## src/rtl/wcb_pkg.sv

```systemverilog
// Shared types for the write-combining unit.
package wcb_pkg;
    typedef enum logic [1:0] {
        ST_EMPTY = 2'd0,
        ST_FILL  = 2'd1,
        ST_DRAIN = 2'd2
    } wcb_state_e;
endpackage

```

## src/rtl/wcb_window.sv

```systemverilog
// Holds the tag of the active address window and compares incoming
// store and non-combinable addresses against it.
// Assumes: the tag is only meaningful while the entry is occupied.
module wcb_window #(
    parameter int TAG_W = 26
) (
    input  logic             clk,
    input  logic             rst_n,
    input  logic             load,
    input  logic [TAG_W-1:0] wr_tag,
    input  logic [TAG_W-1:0] probe_tag,
    output logic [TAG_W-1:0] base_tag,
    output logic             wr_hit,
    output logic             probe_hit
);
    // Capture the window tag when a store opens the window.
    always_ff @(posedge clk) begin
        if (!rst_n)
            base_tag <= '0;
        else if (load)
            base_tag <= wr_tag;
    end

    assign wr_hit    = (wr_tag == base_tag);
    assign probe_hit = (probe_tag == base_tag);
endmodule

```

## src/rtl/wcb_store.sv

```systemverilog
// Line-wide data array with one valid bit per byte. Merges a word-sized
// store into its slot and outputs the line with unwritten bytes zeroed.
// Assumes: clear and write are never requested in the same cycle.
module wcb_store #(
    parameter int LINE_BYTES = 64,
    parameter int WORD_BYTES = 8,
    localparam int NSLOT  = LINE_BYTES / WORD_BYTES,
    localparam int SLOT_W = $clog2(NSLOT)
) (
    input  logic                    clk,
    input  logic                    rst_n,
    input  logic                    wr_en,
    input  logic                    clr,
    input  logic [SLOT_W-1:0]       slot,
    input  logic [8*WORD_BYTES-1:0] data,
    input  logic [WORD_BYTES-1:0]   be,
    output logic [8*LINE_BYTES-1:0] line_data,
    output logic [LINE_BYTES-1:0]   line_be
);
    for (genvar s = 0; s < NSLOT; s++) begin : g_slot
        for (genvar b = 0; b < WORD_BYTES; b++) begin : g_byte
            localparam int IDX = s * WORD_BYTES + b;
            logic       vld;
            logic [7:0] byte_q;
            logic       hit;

            assign hit = wr_en && (slot == SLOT_W'(s)) && be[b];

            // Track whether this byte was written since the window opened.
            always_ff @(posedge clk) begin
                if (!rst_n || clr)
                    vld <= 1'b0;
                else if (hit)
                    vld <= 1'b1;
            end

            // Hold the most recent value written to this byte.
            always_ff @(posedge clk) begin
                if (!rst_n)
                    byte_q <= '0;
                else if (hit)
                    byte_q <= data[8*b +: 8];
            end

            assign line_be[IDX]          = vld;
            assign line_data[8*IDX +: 8] = vld ? byte_q : 8'h00;
        end
    end
endmodule

```

## src/rtl/wcb_ctrl.sv

```systemverilog
// Entry controller: empty / filling / draining. Decides when stores are
// accepted, when a drain starts and when the entry returns to empty.
// Assumes: hit inputs compare against the registered window tag.
module wcb_ctrl
    import wcb_pkg::*;
(
    input  logic clk,
    input  logic rst_n,
    input  logic wr_valid,
    input  logic wr_hit,
    input  logic evt_any,
    input  logic nc_valid,
    input  logic nc_hit,
    input  logic mem_ready,
    output logic wr_ready,
    output logic wr_take,
    output logic win_load,
    output logic drain_done,
    output logic mem_valid,
    output logic nc_grant
);
    wcb_state_e state, state_nx;
    logic       nc_conflict;
    logic       trigger;

    assign nc_conflict = nc_valid && nc_hit;
    assign trigger     = evt_any || nc_conflict || (wr_valid && !wr_hit);

    // Store acceptance depends on state and on pending drain triggers.
    always_comb begin
        unique case (state)
            ST_EMPTY: wr_ready = 1'b1;
            ST_FILL:  wr_ready = wr_hit && !evt_any && !nc_conflict;
            default:  wr_ready = 1'b0;
        endcase
    end

    assign wr_take    = wr_valid && wr_ready;
    assign win_load   = wr_take && (state == ST_EMPTY);
    assign mem_valid  = (state == ST_DRAIN);
    assign drain_done = mem_valid && mem_ready;
    assign nc_grant   = nc_valid && !((state != ST_EMPTY) && nc_hit);

    // Next-state selection.
    always_comb begin
        state_nx = state;
        unique case (state)
            ST_EMPTY: if (wr_take) state_nx = ST_FILL;
            ST_FILL:  if (trigger) state_nx = ST_DRAIN;
            default:  if (mem_ready) state_nx = ST_EMPTY;
        endcase
    end

    // State register.
    always_ff @(posedge clk) begin
        if (!rst_n)
            state <= ST_EMPTY;
        else
            state <= state_nx;
    end
endmodule

```

## src/rtl/wcb_unit.sv

```systemverilog
// Single write-combining entry. Gathers combinable stores into one
// aligned line window and drains it as one masked line transfer.
// Assumes: stores are at most one word and do not cross a word boundary.
module wcb_unit #(
    parameter int ADDR_W     = 32,
    parameter int LINE_BYTES = 64,
    parameter int WORD_BYTES = 8,
    parameter int NUM_EVT    = 5
) (
    input  logic                    clk,
    input  logic                    rst_n,
    input  logic                    wr_valid,
    output logic                    wr_ready,
    input  logic [ADDR_W-1:0]       wr_addr,
    input  logic [8*WORD_BYTES-1:0] wr_data,
    input  logic [WORD_BYTES-1:0]   wr_be,
    input  logic                    ncw_valid,
    input  logic [ADDR_W-1:0]       ncw_addr,
    output logic                    ncw_grant,
    input  logic [NUM_EVT-1:0]      flush_evt,
    output logic                    mem_valid,
    input  logic                    mem_ready,
    output logic [ADDR_W-1:0]       mem_addr,
    output logic [8*LINE_BYTES-1:0] mem_data,
    output logic [LINE_BYTES-1:0]   mem_be
);
    localparam int OFS_W = $clog2(LINE_BYTES);
    localparam int WB_W  = $clog2(WORD_BYTES);
    localparam int TAG_W = ADDR_W - OFS_W;

    logic             wr_hit, nc_hit, wr_take, win_load, drain_done;
    logic [TAG_W-1:0] base_tag;
    logic             unused_lo;

    assign unused_lo = ^{wr_addr[WB_W-1:0], ncw_addr[OFS_W-1:0]};

    wcb_window #(.TAG_W(TAG_W)) u_win (
        .clk       (clk),
        .rst_n     (rst_n),
        .load      (win_load),
        .wr_tag    (wr_addr[ADDR_W-1:OFS_W]),
        .probe_tag (ncw_addr[ADDR_W-1:OFS_W]),
        .base_tag  (base_tag),
        .wr_hit    (wr_hit),
        .probe_hit (nc_hit)
    );

    wcb_ctrl u_ctrl (
        .clk        (clk),
        .rst_n      (rst_n),
        .wr_valid   (wr_valid),
        .wr_hit     (wr_hit),
        .evt_any    (|flush_evt),
        .nc_valid   (ncw_valid),
        .nc_hit     (nc_hit),
        .mem_ready  (mem_ready),
        .wr_ready   (wr_ready),
        .wr_take    (wr_take),
        .win_load   (win_load),
        .drain_done (drain_done),
        .mem_valid  (mem_valid),
        .nc_grant   (ncw_grant)
    );

    wcb_store #(.LINE_BYTES(LINE_BYTES), .WORD_BYTES(WORD_BYTES)) u_store (
        .clk       (clk),
        .rst_n     (rst_n),
        .wr_en     (wr_take),
        .clr       (drain_done),
        .slot      (wr_addr[OFS_W-1:WB_W]),
        .data      (wr_data),
        .be        (wr_be),
        .line_data (mem_data),
        .line_be   (mem_be)
    );

    assign mem_addr = {base_tag, {OFS_W{1'b0}}};
endmodule

```

## config.mk

```make
export PLATFORM = sky130hd
export DESIGN_NAME = wcb_unit
export DESIGN_NICKNAME = d
export VERILOG_FILES = /design/src/rtl/wcb_pkg.sv /design/src/rtl/wcb_window.sv /design/src/rtl/wcb_store.sv /design/src/rtl/wcb_ctrl.sv /design/src/rtl/wcb_unit.sv
export SDC_FILE = /design/constraint.sdc
export NUM_CORES = 1
export LEC_CHECK = 0
export ABC_AREA = 1
export CAP_MARGIN = 20
export CORE_AREA = 2 2 294 296
export CTS_BUF_LIST = sky130_fd_sc_hd__clkbuf_8
export DETAILED_ROUTE_END_ITERATION = 6
export DIE_AREA = 0 0 296 298
export MAX_ROUTING_LAYER = met4
export PLACE_DENSITY = 0.68
export REMOVE_ABC_BUFFERS = 1
export SETUP_SLACK_MARGIN = 0.2
export SKIP_LAST_GASP = 1
export SYNTH_ARGS = -nofsm -noshare
export SYNTH_HDL_FRONTEND = slang
export SYNTH_SLANG_ARGS = --single-unit
export TNS_END_PERCENT = 10
```

## constraint.sdc

```tcl
create_clock -name clk -period 2.4 [get_ports clk]
set_input_delay 0.36 -clock clk [delete_from_list [all_inputs] [get_ports clk]]
set_output_delay 0.36 -clock clk [all_outputs]
set_load 0.01 [all_outputs]
```

---- Yosys cells after proc, flatten, opt, wreduce, memory -nomap -nowiden ----
Index checks and enable logic that the tools add are counted.
operators by class
  mux-type cells .......................... 69
  multiply operators ...................... 0
  bitwise logic cells ..................... 0
  add/subtract/negate cells ............... 0
  div/mod/pow operators ................... 0
  $lt $le $gt $ge ......................... 0
  shift-type cells ........................ 0
  equality and inequality tests ........... 13
  reduce and logical (&&, ||, !) cells .... 95
operator list
  kind                count
  $mux 8              64
  $logic_and 1x1->1   81
  $eq 26x26->1        2
  $eq 3x3->1 const B  4
  $eq 3x2->1 const B  2
  $mux 2              3
  $logic_not 1->1     5
  $reduce_or 5->1     1
  $ne 2x1->1 const B  2
  $pmux 2 s2          1
  $eq 3x1->1 const B  1
  $logic_not 3->1     1
  $logic_or 1x1->1    3
  $reduce_and 3->1    1
  $reduce_bool 3->1   1
  $eq 2x1->1 const B  1
  $eq 2x2->1 const B  1
  $logic_not 2->1     1
  $pmux 1 s2          1
  $reduce_bool 2->1   1
word-level totals
  bits of input ports ..................... 146
  bits in read-only memories .............. 0
  bits in writable memories ............... 0
  memories ................................ 0
  bits in latches ......................... 0
  logic and storage cells ................. 307
  flip-flop bits (word level) ............. 604
  output and inout port bits .............. 611

---- Logic depth before layout (Yosys ltp) ----
Gate-level depths: netlist of the first run.
  depth in word-level cells ............... 8
  gate-level depth with buffers ........... 17

---- Modules after synthesis ----
A second synthesis of the first run with hierarchy kept.
unflattened totals
  cell total of the unflattened synthesis .. 5373
  area total of the unflattened synthesis .. 31143.6 sq um
by module, submodules not included
  module      cells each  sequential area each (sq um)  instances  area an instance (sq um)
  wcb_store   5001        11531.1                       1          29082.9
  wcb_window  330         520.5                         1          1814.2
  wcb_ctrl    31          40.0                          1          181.4
  wcb_unit    11          0.0                           1          65.1

---- Worst setup path before layout of the first run ----
OpenSTA, ideal clock, no wires.
  path type ............................... reg2reg
  start point ............................. register u_win.base_tag[21]
  end point ............................... register u_store.g_slot[0].g_byte[1].byte_q[0]
  required time ........................... 2.287 ns
  stages on the path, launching flop included .. 17
  arrival ................................. 1.872 ns
  path slack .............................. 0.416 ns
  library setup time ...................... 0.113 ns
  path through ............................ dfxtp_1 -> nand2_1 -> clkinv_1 -> nor2_1 -> nor2_1 -> nand2_1 -> nor2_1 -> nand3_1 -> nor2_1 -> nand3_1 -> nand2_2 -> buf_12 -> buf_12 -> nand4_4 -> buf_6 -> nor2_1 -> nor2_1
on the way
  cells in the longest elaborated chain, start to end .. 8
  elaborated cells on any way between the ends .. 10
  classes of those cells .................. 2 x eq/ne; 1 x mux; 7 x reduce/logical
ends and longest elaborated chain
  element                           line              RTL
  start: declaration                wcb_window.sv:12  output logic [TAG_W-1:0] base_tag,
  start signal: assignment          wcb_window.sv:21  base_tag <= wr_tag;
  $eq 26x26->1                      wcb_window.sv:25  assign probe_hit = (probe_tag == base_tag);
  $logic_and 1x1->1                 wcb_ctrl.sv:26    assign nc_conflict = nc_valid && nc_hit;
  $logic_not 1->1                   wcb_ctrl.sv:33    ST_FILL: wr_ready = wr_hit && !evt_any && !nc_conflict;
  $logic_and 1x1->1 *               wcb_ctrl.sv:33
  $pmux 1 s2 *                      wcb_ctrl.sv:31    unique case (state)
  $logic_and 1x1->1 *               wcb_ctrl.sv:38    assign wr_take = wr_valid && wr_ready;
  $logic_and 1x1->1 * (2 in a row)  wcb_store.sv:27   assign hit = wr_en && (slot == SLOT_W'(s)) && be[b];
  end signal: assignment            wcb_store.sv:42   byte_q <= data[8*b +: 8];
  end: declaration                  wcb_store.sv:24   logic [7:0] byte_q;
Mark *: on every way between the ends. The rest lies on a longest branch, timed or not.
A chain may end at the register's enable or synchronous reset.

---- Final worst setup path of the first run ----
  start point ............................. register u_win.base_tag[21]
  end point ............................... register u_store.g_slot[2].g_byte[2].byte_q[5]
on the way
  cells in the longest elaborated chain, start to end .. 8
  elaborated cells on any way between the ends .. 10
  classes of those cells .................. 2 x eq/ne; 1 x mux; 7 x reduce/logical
ends and longest elaborated chain
  element                           line
  $eq 26x26->1                      wcb_window.sv:25
  $logic_and 1x1->1                 wcb_ctrl.sv:26
  $logic_not 1->1                   wcb_ctrl.sv:33
  $logic_and 1x1->1 *               wcb_ctrl.sv:33
  $pmux 1 s2 *                      wcb_ctrl.sv:31
  $logic_and 1x1->1 *               wcb_ctrl.sv:38
  $logic_and 1x1->1 * (2 in a row)  wcb_store.sv:27
  end signal: assignment            wcb_store.sv:42
  end: declaration                  wcb_store.sv:24
Marks and branches as above.

==> metrics, run 1 <==
Clk Latency, worst-skew pair 720 ps; first drt pass iteration count 5; vias in the first global route 27,097; Synth top area share 39.2%; TritonCTS clock tree done; Avg Cell Area, Syn 6.15 um^2; CP endpoint kind register; post-route ant nets 0; Reg-to-Reg End u_store.g_slot[2].g_byte[2].byte_q[5]; clk slew on worst S/H paths 60 ps; Leakage 0.0245 uW; Slew HR 40.7%; Layout Cells excl Fill 6,943; failing checks negative setup slack; CP Launch Type register; number of buffers added on ports 741; setup tns final -4270 ps; outcome finished, violations left; GRT overflow 0; IR drop worst, VDD 0.436 mV; Setup-failing EPs final 124; Highest Clock Rate 400 MHz; global router's overall resource usage 23.3%; WL/cell 15.4 um; hold_ws 247 ps; Top Family by Delay on Critical Path simple AND/OR/NAND/NOR gates; Starting Density 36.3%; reg-to-reg slack, setup -100 ps; synthesized area 30,800 um^2; mux share of post-synthesis cell area 0%; Via-to-Cell Ratio 4.39; post-synthesis simple-gate area fraction 37.3%; chip height 298 um; PD cells 537 nW/um^2; setup ws final -102 ps; Worst Path Buf+Inv 6; P&R area growth vs syn 37.5%; area leader, netlist dfxtp_1; Ports 757; die area 88,200 um^2; Seq/Total Area, Yosys 39.2%; logic gate share of total power 11.1%; slowest CP cell dfxtp_2; nets@finish 5,869; DRT Wirelength 107,000 um; critical path data required time 3000 ps; Final Cycle Share 104%; Tmin final 2500 ps; CTS H-tree depth 3; clock power share 42.8%; Placer Congestion 0.881; critical-path maximum fanout 18; library cells used by synthesis 26; FF-to-FF Start u_win.base_tag[21]; largest family of logic cells by synthesized area simple AND/OR/NAND/NOR gates; Worst Reg-to-Reg Cells 18; sw power 6260 uW; cell mode on critical path nor2_1; XOR/XNOR share of the synthesized area 0.965%; worst-margin pin slew 890 ps; Residual DRC 0; core box area 84,900 um^2; Iter 0 DRT Violations 2,147; Critical Path End u_store.g_slot[2].g_byte[2].byte_q[5]; MaxCap Viol Count 0; post-synthesis compound-gate area fraction 1.65%; worst path arrival time 3100 ps; yosys warns 0; Synth Area in Adders 0%; layout cell share with drive strength beyond 1 9.32%; #FFs+latches synth 604; Largest stage delay, worst path 340 ps; RSZ-0062 raised after global routing yes; cell depth of the worst setup path 18; Setup crit start u_win.base_tag[21]; HP Class input pin to register; clk root buf clkbuf_8; Final Hold Violating Endpoints 0; Die Wd 296 um; Seq pwr share 46.1%; largest net degree at the start of global routing 116; Slew Viols, Final 0; initial antenna violation count 3; global-route wire length before repair 155,000 um; worst-path cell chain buf_6, nand2_2, clkinv_1, nor2_1, nor2_1, nand2_1, nor2_2, nand3_2, nor2_4, nand3_4, nand2_8, buf_4, buf_12, buf_16, buf_4, nand4_4, nor2_2, nor2_1; clock buffer depth 3; total CTS buffers 107; Num Clock Sinks 604; hold_sp wr_addr[22]; row cnt 107; Pint 16,500 uW; DR vias 30,447; critical path type register to register; Placed Cells 6,659; Mapped Cells 5,015; sw frac 27.5%; DP HPWL 72,400 um; Clock Skew 62.9 ps; Area contributors post-synth dfxtp_1, nand2_1, inv_1
## Yosys cell counts
master / count
and2_1: 1
buf_2: 100
buf_1: 5
nand2_2: 1
buf_4: 71
nand3_1: 6
xnor2_1: 19
xor2_1: 15
nand4_2: 14
inv_2: 10
dfxtp_1: 604
buf_6: 50
nand2_1: 1603
a21oi_1: 76
nand4_4: 50
clkinv_1: 4
inv_1: 1113
conb_1: 1
nor2_2: 7
nand4_1: 1
nor3_1: 1
or2_2: 1
clkbuf_1: 124
nor2_1: 1106
buf_12: 6
o21ai_0: 26
## worst min-delay path by stage
stage | end | slack, ps | cells past startpoint
floorplan | u_store.g_slot[0].g_byte[0].byte_q[0] | 480 | 2
global placement | u_store.g_slot[3].g_byte[7].byte_q[6] | 500 | 4
detailed placement | u_store.g_slot[5].g_byte[3].byte_q[3] | 500 | 4
CTS | u_win.base_tag[16] | 160 | 3
global route | u_win.base_tag[10] | 220 | 3
finish | u_win.base_tag[16] | 250 | 3
## power groups by stage
stage	combinational, uW	clock [uW]	sequential (uW)
final	2520	9740	10500
after global routing	2720	10400	10500
after CTS	2320	9960	10500
after detailed placement	2160	0	10700
after global placement	2130	0	10700
after floorplan	810	0	10700
## layout make-up
type                            instances  area [um^2]
Clock buffer                          134         1840
Tap cell                             1144         1430
Timing Repair Buffer                  903         9100
Sequential cell                       604        12200
Multi-Input combinational cell       2980        13300
Fill cell                            8433        42500
Antenna cell                            3         7.51
Inverter                             1127         4230
Clock inverter                         48          302
## cells by family after synthesis
kind of cell,count (synthesis)
buffers and inverters,1483
other,1
DFF,604
and+or+nand+nor,2791
AOI/OAI and AO/OA,102
xor gates and xnor gates,34
## metal layers
metal,share of wire [%],up-vias,global-route usage [%]
met3,7.3,199,4.95
met2,47,1025,37.7
met4,3.3,0,8.26
met1,42,13678,28.4
met5,0,-,-
li1,-,15545,-
## registers in the layout, summed over array words and instances, names as in the netlist
| name | count |
|---|---|
| u_ctrl.state | 2 |
| u_store.g_slot.g_byte.byte_q | 512 |
| u_store.g_slot.g_byte.vld | 64 |
| u_win.base_tag | 26 |
## worst register-to-register path, delay by kind of cell (launching register included)
kind                   cells  cell delay [ps]
and+or+nand+nor           12             1190
buffers and inverters      6              860
DFF                        1              340
## what timing repair did
action                                 in CTS  in global routing
pin swaps                                  14                 18
hold buffers                                1                  0
setup buffers                              34                 17
gates resized for setup                   197                 56
endpoints found under the hold margin       1                  0
setup endpoints to repair                1145               1049
cloned                                     11                 36
## through the flow
step	power, uW	setup WS, ps	util [%]	instance area, um^2
6_report	22800	-102	50.0	42400
5_1_grt	23700	-246	50.0	42400
4_1_cts	22800	-158	49.0	41600
3_5_place_dp	12900	-482	45.8	38900
3_3_place_gp	12900	-448	45.8	38900
2_1_floorplan	11500	-1540	-	28700
## cells in the final DEF, fill, tap and decap left out, types with 6 or more instances in the layout
cell type and count:
clkbuf_8 134, dfxtp_2 20, a21oi_1 76, nand2_2 8
buf_4 104, conb_1 6, nand4_4 65, nor2_1 1075
nand4_2 46, inv_1 1143, nor2_4 7, xor2_1 15
buf_6 8, nor2_2 31, dfxtp_1 558, dfxtp_4 26
dlygate4sd2_1 89, buf_12 42, nand2_1 1594, xnor2_1 15
buf_2 6, clkdlybuf4s50_1 648, inv_2 11, o21ai_0 26
clkinv_2 8
(Power assumes the default switching activity.)
==> run 2: changes to the inputs <==
--- a/config.mk
+++ b/config.mk
@@ -12,7 +12,7 @@
 export DETAILED_ROUTE_END_ITERATION = 6
 export DIE_AREA = 0 0 296 298
 export MAX_ROUTING_LAYER = met4
-export PLACE_DENSITY = 0.68
+export PLACE_DENSITY_LB_ADDON = 0.3
 export REMOVE_ABC_BUFFERS = 1
 export SETUP_SLACK_MARGIN = 0.2
 export SKIP_LAST_GASP = 1
==> metrics, run 2 (same netlist as run 1, synthesis figures left out) <==
largest net degree at the start of global routing 100; total CTS buffers 108; Slew Viols, Final 0; total power 22,900 uW; met1 usage 29.1%; DRT Wirelength 110,000 um; CP endpoint kind output pin; max reg flops 512; layout cell share with drive strength beyond 1 10.2%; setup tns final -29,530 ps; critical path type register to output pin; Leakage 0.0247 uW; register area 12,200 um^2; Via-to-Cell Ratio 4.41; clk root buf clkbuf_8; worst path arrival time 2220 ps; CTS H-tree depth 3; slowest CP cell dfxtp_4; GRT overflow 0; TritonCTS clock tree done; Iter 0 DRT Violations 1,886; row cnt 107; worst-margin pin slew 771 ps; clock buffer depth 3; IR drop worst, VDD 0.455 mV; Setup-failing EPs final 449; Largest stage delay, worst path 360 ps; met2 Usage GRT 38.8%; post-route ant nets 0; area of the multi-input gates 13,600 um^2; Slew HR 48.4%; MaxCap Viol Count 0; Tmin final 2580 ps; initial antenna violation count 7; Core Util, Final 51.4%; PD cells 526 nW/um^2; met3 Use GR 4.24%; chip height 298 um; number of buffers added on ports 741; most common cell after layout, fill and taps aside nand2_1; die area 88,200 um^2; Clock Skew 38.0 ps; Residual DRC 0; Num Clock Sinks 604; RSZ-0062 raised after global routing yes; hold_ws 255 ps; HP Class input pin to register; Starting Density 36.3%; Final Cell Area 43,600 um^2; most frequent cells in the layout nand2_1, inv_1, nor2_1; Ports 757; Clk Latency, worst-skew pair 700 ps; DR vias 30,826; GRT busiest layer met2; Final Hold Violating Endpoints 0; core box area 84,900 um^2; global router's overall resource usage 23.8%; WL/cell 15.7 um; Reg with most FFs u_store.g_slot.g_byte.byte_q; critical-path maximum fanout 4; largest registers u_store.g_slot.g_byte.byte_q (512), u_store.g_slot.g_byte.vld (64), u_win.base_tag (26); Worst Path Buf+Inv 2; worst-path cell chain buf_4, xnor2_1, nand2_1, nor2_1, nand2_1, nor2_4, nand3_2, nand3_2, nand2_8, buf_6; setup ws final -178 ps; DP HPWL 72,700 um; first drt pass iteration count 5; nets@finish 5,911; DP Area 39,100 um^2; Placer Congestion 0.839; outcome finished, violations left; fill count 8,411; Final Cycle Share 107%; global-route wire length before repair 160,000 um; Die Wd 296 um; failing checks negative setup slack; P&R area growth vs syn 41.4%; critical path data required time 2040 ps; Highest Clock Rate 388 MHz; clk slew on worst S/H paths 60 ps; Top Family by Delay on Critical Path simple AND/OR/NAND/NOR gates; vias in the first global route 28,074; CP Launch Type register
## run 2: where the power goes
part	switching (uW)	internal, uW	leakage [uW]	total, uW
Sequential	216	10300	0.00491	10500
Clock	4410	5120	0.00124	9540
Combinational	1680	1220	0.0186	2890
## run 2: area by class of cell
class,instances,share of cell area (%)
diodes,7,0.0402
clock buffers,138,4.35
well taps,1144,3.28
clock inverters,48,0.531
flip-flops and latches,604,27.9
multi-input cells,2983,31.1
repair buffers,941,23.0
inverters,1127,9.70
## run 2: layer usage
metal  up-vias  routed length (um)
met5         -                   0
met4         0                3890
met3       217                7540
met2      1024               52400
met1     13924               45700
li1      15661                   -
## run 2: final timing paths
| kind | startpoint | endpoint | slack (ps) | cells past startpoint |
|---|---|---|---|---|
| worst max-delay path | u_win.base_tag[15] | wr_ready | -180 | 10 |
| worst min-delay path | wr_addr[8] | u_win.base_tag[2] | 250 | 3 |
| worst max register to register | u_win.base_tag[15] | u_store.g_slot[5].g_byte[1].byte_q[2] | -170 | 18 |
| worst min register to register | u_store.g_slot[1].g_byte[2].byte_q[5] | u_store.g_slot[1].g_byte[2].byte_q[5] | 510 | 4 |
## run 2: tightest hold or removal path: stages
cell and delay (ps):
clkdlybuf4s50_1 420, inv_1 80, a21oi_1 60
## run 2: per-stage QoR
step	cells	setup slack, ps
floorplan	4664	-1540
global placement	6671	-500
detailed placement	6671	-531
CTS	6931	-234
global route	6992	-428
finish	6992	-178
## run 2: repair_timing
item                       4_1_cts  5_1_grt
hold endpoints to repair        11        0
buffers inserted                39       18
gates resized for setup        174      120
setup endpoints to repair     1158     1089
pin swaps                       21       38
hold buffers                     1        0
cloned                          34       36
